===== src/rtl/xlat_pkg.sv =====
package xlat_pkg;

  typedef enum logic [1:0] {
    ROUTE_IDENT = 2'd0,
    ROUTE_SEG   = 2'd1,
    ROUTE_WALK  = 2'd2
  } route_t;

  // Chooses how an access is handled from the enable state and the segment mode bit
  function automatic route_t pick_route(input logic on, input logic seg_direct);
    if (!on)            return ROUTE_IDENT;
    else if (seg_direct) return ROUTE_SEG;
    else                return ROUTE_WALK;
  endfunction

endpackage


===== src/rtl/xlat_route_dec.sv =====
module xlat_route_dec
  import xlat_pkg::*;
#(
  parameter int CTRL_W     = 32,
  parameter int ENA_LO_BIT = 2,
  parameter int ENA_HI_BIT = 3,
  parameter int SEG_BITS   = 4,
  localparam int NUM_SEG   = 1 << SEG_BITS
) (
  input  logic [CTRL_W-1:0]   ctrl_word,
  input  logic [NUM_SEG-1:0]  mode_mask,
  input  logic [SEG_BITS-1:0] seg_idx,
  output logic                mmu_on,
  output logic                seg_direct,
  output route_t              route
);
  logic unused_ctrl;
  assign unused_ctrl = ^ctrl_word;

  assign mmu_on     = ctrl_word[ENA_LO_BIT] | ctrl_word[ENA_HI_BIT];
  assign seg_direct = mode_mask[seg_idx];
  assign route      = pick_route(mmu_on, seg_direct);
endmodule


===== src/rtl/xlat_slot_pick.sv =====
module xlat_slot_pick #(
  parameter int SEG_BITS = 4,
  localparam int NUM_SEG = 1 << SEG_BITS,
  localparam int HALF    = NUM_SEG / 2,
  localparam int BASE_W  = HALF * SEG_BITS
) (
  input  logic [BASE_W-1:0]   base_lo,
  input  logic [BASE_W-1:0]   base_hi,
  input  logic [SEG_BITS-1:0] seg_idx,
  output logic [SEG_BITS-1:0] slot
);
  logic [SEG_BITS-1:0] slots [NUM_SEG];

  for (genvar g = 0; g < NUM_SEG; g++) begin : g_slot
    if (g < HALF) begin : g_lo
      assign slots[g] = base_lo[g*SEG_BITS +: SEG_BITS];
    end else begin : g_hi
      assign slots[g] = base_hi[(g-HALF)*SEG_BITS +: SEG_BITS];
    end
  end

  assign slot = slots[seg_idx];
endmodule


===== src/rtl/xlat_out_stage.sv =====
module xlat_out_stage #(
  parameter int VA_W = 32
) (
  input  logic            clk,
  input  logic            rst_n,
  input  logic            load,
  input  logic [VA_W-1:0] paddr_d,
  input  logic            walk_d,
  input  logic            full_d,
  output logic            valid_q,
  output logic [VA_W-1:0] paddr_q,
  output logic            walk_q,
  output logic            full_q
);
  always_ff @(posedge clk or negedge rst_n) begin
    if (!rst_n) begin
      valid_q <= 1'b0;
      paddr_q <= '0;
      walk_q  <= 1'b0;
      full_q  <= 1'b0;
    end else begin
      valid_q <= load;
      if (load) begin
        paddr_q <= paddr_d;
        walk_q  <= walk_d;
        full_q  <= full_d;
      end
    end
  end
endmodule


===== src/rtl/segxlat.sv =====
module segxlat
  import xlat_pkg::*;
#(
  parameter int VA_W       = 32,
  parameter int SEG_BITS   = 4,
  parameter int CTRL_W     = 32,
  parameter int ENA_LO_BIT = 2,
  parameter int ENA_HI_BIT = 3,
  localparam int NUM_SEG   = 1 << SEG_BITS,
  localparam int BASE_W    = (NUM_SEG / 2) * SEG_BITS,
  localparam int OFS_W     = VA_W - SEG_BITS
) (
  input  logic               clk,
  input  logic               rst_n,
  input  logic               in_valid,
  input  logic [VA_W-1:0]    in_vaddr,
  input  logic [CTRL_W-1:0]  xlat_ctrl,
  input  logic [NUM_SEG-1:0] seg_mode,
  input  logic [BASE_W-1:0]  base_lo,
  input  logic [BASE_W-1:0]  base_hi,
  output logic               out_valid,
  output logic [VA_W-1:0]    out_paddr,
  output logic               out_need_walk,
  output logic               out_full_perm
);
  logic [SEG_BITS-1:0] seg_idx;
  logic                mmu_on;
  logic                seg_hit;
  route_t              route;
  logic [SEG_BITS-1:0] new_top;
  logic [VA_W-1:0]     paddr_d;
  logic                walk_d;
  logic                full_d;

  assign seg_idx = in_vaddr[VA_W-1 -: SEG_BITS];

  xlat_route_dec #(
    .CTRL_W(CTRL_W), .ENA_LO_BIT(ENA_LO_BIT), .ENA_HI_BIT(ENA_HI_BIT),
    .SEG_BITS(SEG_BITS)
  ) u_route (
    .ctrl_word(xlat_ctrl), .mode_mask(seg_mode), .seg_idx(seg_idx),
    .mmu_on(mmu_on), .seg_direct(seg_hit), .route(route)
  );

  xlat_slot_pick #(.SEG_BITS(SEG_BITS)) u_slot (
    .base_lo(base_lo), .base_hi(base_hi), .seg_idx(seg_idx), .slot(new_top)
  );

  always_comb begin
    paddr_d = in_vaddr;
    walk_d  = 1'b0;
    full_d  = 1'b1;
    case (route)
      ROUTE_IDENT: ;
      ROUTE_SEG:   paddr_d = {new_top, in_vaddr[OFS_W-1:0]};
      default: begin
        walk_d = 1'b1;
        full_d = 1'b0;
      end
    endcase
  end

  xlat_out_stage #(.VA_W(VA_W)) u_out (
    .clk(clk), .rst_n(rst_n), .load(in_valid),
    .paddr_d(paddr_d), .walk_d(walk_d), .full_d(full_d),
    .valid_q(out_valid), .paddr_q(out_paddr),
    .walk_q(out_need_walk), .full_q(out_full_perm)
  );
endmodule


===== config.mk =====
export PLATFORM = sky130hd
export DESIGN_NAME = segxlat
export DESIGN_NICKNAME = d
export VERILOG_FILES = /design/src/rtl/xlat_pkg.sv /design/src/rtl/xlat_route_dec.sv /design/src/rtl/xlat_slot_pick.sv /design/src/rtl/xlat_out_stage.sv /design/src/rtl/segxlat.sv
export SDC_FILE = /design/constraint.sdc
export NUM_CORES = 1
export LEC_CHECK = 0
export ABC_AREA = 1
export BUFFER_PORTS_ARGS = -buffer_cell sky130_fd_sc_hd__buf_2
export CAP_MARGIN = 20
export CORE_ASPECT_RATIO = 0.8
export CORE_MARGIN = 1
export CORE_UTILIZATION = 41
export DETAILED_ROUTE_END_ITERATION = 12
export PLACE_DENSITY_LB_ADDON = 0.05
export SYNTH_ARGS = -nofsm -noshare
export SYNTH_HDL_FRONTEND = slang
export SYNTH_SLANG_ARGS = --single-unit

===== constraint.sdc =====
create_clock -name clk -period 1.1 [get_ports clk]
set_clock_uncertainty 0.2 [all_clocks]
set_input_delay 0.055 -clock clk [delete_from_list [all_inputs] [get_ports clk]]
set_output_delay 0.055 -clock clk [all_outputs]
set_load 0.05 [all_outputs]

==> flow_results.xml <==
<?xml version="1.0" encoding="UTF-8"?>
<metrics>
  <group name="run_status">
    <metric name="status" unit="">finished, violations left</metric>
    <metric name="violated_checks" unit="">hold timing, setup timing</metric>
  </group>
  <group name="cts">
    <metric name="cts-buffers-inserted" unit="">5</metric>
    <metric name="tritoncts" unit="">yes</metric>
    <metric name="clk-insertion-delay-late" unit="ps">280</metric>
    <metric name="ctsRootBufferMaster" unit="">clkbuf_8</metric>
    <metric name="clkSinkCount" unit="">35</metric>
    <metric name="clock_tree.htree_level_count" unit="">2</metric>
    <metric name="clk_pin_slew_worst_paths" unit="ps">70</metric>
    <metric name="clock_path_buffers" unit="">2</metric>
  </group>
  <group name="power">
    <metric name="static_leakage" unit="nW">2.57</metric>
    <metric name="powerDensity" unit="nW/um2">999</metric>
    <metric name="max-vdd-ir-drop" unit="mV">0.822</metric>
    <metric name="power.total" unit="mW">4.12</metric>
  </group>
  <group name="timing">
    <metric name="worst_slack" unit="ps">-10.5</metric>
    <metric name="fmax" unit="GHz">0.901</metric>
    <metric name="final_setup_violation_count" unit="">2</metric>
    <metric name="period_needed" unit="ps">1110</metric>
    <metric name="drv_slew" unit="">0</metric>
    <metric name="worstMarginPinSlew" unit="ps">245</metric>
    <metric name="timing.hold.ws" unit="ps">-56.1</metric>
    <metric name="grt_setup_unrepaired" unit="">yes</metric>
    <metric name="final_hold_viol_count" unit="">1</metric>
    <metric name="worst_slew_margin_rel" unit="%">83.6</metric>
    <metric name="layout_worst_path_cycle_share" unit="%">101</metric>
  </group>
  <group name="worst_setup_path">
    <metric name="criticalPathCategory" unit="">flop to output pin</metric>
    <metric name="critPathMaxStageDelay" unit="ps">410</metric>
    <metric name="crit_family" unit="">flip-flops</metric>
    <metric name="reg2reg_from" unit="">u_out.paddr_q[11]</metric>
    <metric name="worst_setup_path_startpoint" unit="">u_out.paddr_q[11]</metric>
    <metric name="worst_ep_required_time" unit="ps">840</metric>
    <metric name="crit_path_end_kind" unit="">output pin</metric>
    <metric name="path_max_fanout" unit="">2</metric>
    <metric name="worstPathCellList" unit="">buf_6</metric>
    <metric name="slowest_stage" unit="">dfrtp_1</metric>
    <metric name="critPathLaunchType" unit="">flop</metric>
    <metric name="critical_path_buf_inv_count" unit="">1</metric>
    <metric name="worst-endpoint-arrival" unit="ps">860</metric>
  </group>
  <group name="synth">
    <metric name="netlist-cell-type-count" unit="">13</metric>
    <metric name="synth.top_cell.area_share" unit="%">36.0</metric>
    <metric name="post-synth-top-area-cell" unit="">dfrtp_1</metric>
    <metric name="synth_cells" unit="">411</metric>
    <metric name="mappedNetlistArea" unit="um2">2430</metric>
    <metric name="synth_seq_cells" unit="">35</metric>
    <metric name="post_synth_main_area_contributors" unit="">dfrtp_1, nand2_1, nand3_1</metric>
    <metric name="ys_seq_area_share" unit="%">36.0</metric>
    <metric name="synthesis.area_per_instance" unit="um2">5.92</metric>
    <metric name="yosysWarningCount" unit="">0</metric>
    <metric name="postSynthNetCount" unit="">558</metric>
  </group>
  <group name="drt">
    <metric name="first_iter_violations" unit="">152</metric>
    <metric name="drc" unit="">0</metric>
    <metric name="routed_via_density" unit="">4.50</metric>
    <metric name="detail-route-antenna-nets" unit="">0</metric>
    <metric name="detail_route.wirelength" unit="um">8000</metric>
    <metric name="drt_pre_antenna_iters" unit="">5</metric>
    <metric name="route.detailed.wl_per_inst" unit="um">11.6</metric>
    <metric name="vias" unit="">3100</metric>
  </group>
  <group name="placement">
    <metric name="routabilityCongestion" unit="">0.858</metric>
    <metric name="portBuffers" unit="">151</metric>
    <metric name="placement.cell_area" unit="um2">3360</metric>
    <metric name="dp_hpwl" unit="um">5220</metric>
  </group>
  <group name="worst_hold_path">
    <metric name="hold_class" unit="">primary input to flop</metric>
    <metric name="hold_start" unit="">in_valid</metric>
  </group>
  <group name="finish">
    <metric name="design_area" unit="um2">4120</metric>
    <metric name="area.growth.synth_to_final" unit="%">69.4</metric>
    <metric name="layout-drive-gt1-share" unit="%">32.4</metric>
    <metric name="insertedDiodeCount" unit="">0</metric>
    <metric name="final_nets" unit="">759</metric>
    <metric name="layout.filler_cells" unit="">459</metric>
  </group>
  <group name="floorplan">
    <metric name="die_w" unit="um">88.1</metric>
    <metric name="die_y" unit="um">70.9</metric>
    <metric name="io_pins" unit="">182</metric>
    <metric name="design.core.area" unit="um2">5590</metric>
    <metric name="floorplan.die_area" unit="um2">6250</metric>
    <metric name="std_cell_rows" unit="">24</metric>
    <metric name="initial_utilization" unit="%">43.5</metric>
  </group>
  <group name="grt">
    <metric name="largest_net_degree_at_the_start_of_global_routing" unit="">36</metric>
    <metric name="first_global_vias" unit="">2834</metric>
    <metric name="grt_first_pass_wirelength" unit="um">12100</metric>
    <metric name="grt_antenna_before_repair" unit="">0</metric>
    <metric name="global_route_overflow" unit="">0</metric>
    <metric name="grt_usage" unit="%">24.4</metric>
  </group>
  <group name="job">
    <metric name="max_cap_viols" unit="">0</metric>
  </group>
</metrics>
[timing repair]
item	4_1_cts	5_1_grt
buffers inserted	2	8
pin swaps	0	7
cloned	1	2
resized for setup	75	12
hold buffers	29	1
endpoints found under the hold margin	65	5
endpoints found under the setup margin	38	38
[synth_stat cells]
| master | number |
|---|---|
| nand2_4 | 2 |
| nand2_1 | 210 |
| nand4_1 | 1 |
| dfrtp_1 | 35 |
| buf_2 | 9 |
| clkbuf_1 | 10 |
| nand3_2 | 2 |
| inv_1 | 74 |
| o21ai_0 | 1 |
| buf_6 | 3 |
| nor2_1 | 1 |
| nand3_1 | 62 |
| inv_4 | 1 |
[where the power goes]
group	switching [mW]	total [mW]	internal, mW	leakage (nW)
clock	0.411	0.833	0.422	0.0371
combinational	1.01	1.77	0.762	2.11
sequential	0.0959	1.51	1.41	0.424
[cells in the final DEF, fill, tap and decap left out]
cell and n:
buf_2 115, nand4_1 1, nand3_2 3, dfrtp_1 35, nand2_1 210, clkbuf_16 1, clkbuf_8 5, inv_2 2
clkinv_8 1, nand2_4 2, buf_6 37, o21ai_1 1, dlygate4sd3_1 30, buf_8 1, buf_12 4, buf_4 27
nor2_1 1, nand3_1 61, clkbuf_1 1, inv_1 73
[layer usage]
| layer | global-route usage [%] | part of all wire (%) | vias up |
|---|---|---|---|
| met5 | 0 | 0 | - |
| met4 | 3.76 | 0.82 | 0 |
| met3 | 4.55 | 6.6 | 8 |
| met2 | 43.2 | 49 | 114 |
| met1 | 31.6 | 44 | 1372 |
| li1 | - | - | 1606 |
[sequential cells by signal, indices dropped and copies added, names as in the netlist]
signal	count
u_out.paddr_q	32
u_out.valid_q	1
u_out.full_q	1
u_out.walk_q	1
[final timing paths]
check / slack, ps / cells past startpoint / endpoint
min reg2reg: 290 / 2 / u_out.paddr_q[24]
min in group asynchronous: 60 / 3 / u_out.paddr_q[10]
min: -60 / 3 / u_out.walk_q
max reg2reg: 140 / 3 / u_out.paddr_q[11]
max: -10 / 1 / out_paddr[11]
max in group asynchronous: 450 / 3 / u_out.paddr_q[20]
[cells by family (layout without fill, tap and decap cells)]
group | after synthesis | after routing | share of synthesized area, %
AO/OA/AOI/OAI | 1 | 1 | 0.206
buffers and inverters | 97 | 297 | 16.5
flip-flops | 35 | 35 | 36.0
AND/OR/NAND/NOR | 278 | 278 | 47.3
[layout make-up]
cell class | instances | area (um2) | area share (%)
clock buffers | 6 | 72.6 | 1.76
inverters | 75 | 294 | 7.14
multi-input cells | 279 | 1160 | 28.2
flip-flops and latches | 35 | 876 | 21.3
well taps | 78 | 97.6 | 2.37
repair buffers | 215 | 1620 | 39.2
repair inverters | 1 | 3.75 | 0.0911
[through the flow]
stage | hold WS [ps] | util (%) | TNS, ps | setup slack (ps) | cells
2_1_floorplan | -441 | - | -532 | -117 | 411
3_3_place_gp | -171 | 60.1 | -1580 | -326 | 640
3_5_place_dp | -171 | 60.1 | -1670 | -344 | 640
4_1_cts | -200 | 71.1 | -3.39 | -1.93 | 678
5_1_grt | -28.3 | 73.8 | -451 | -32.9 | 689
6_report | -56.1 | 73.8 | -13.2 | -10.5 | 689
(Power assumes the default switching activity.)
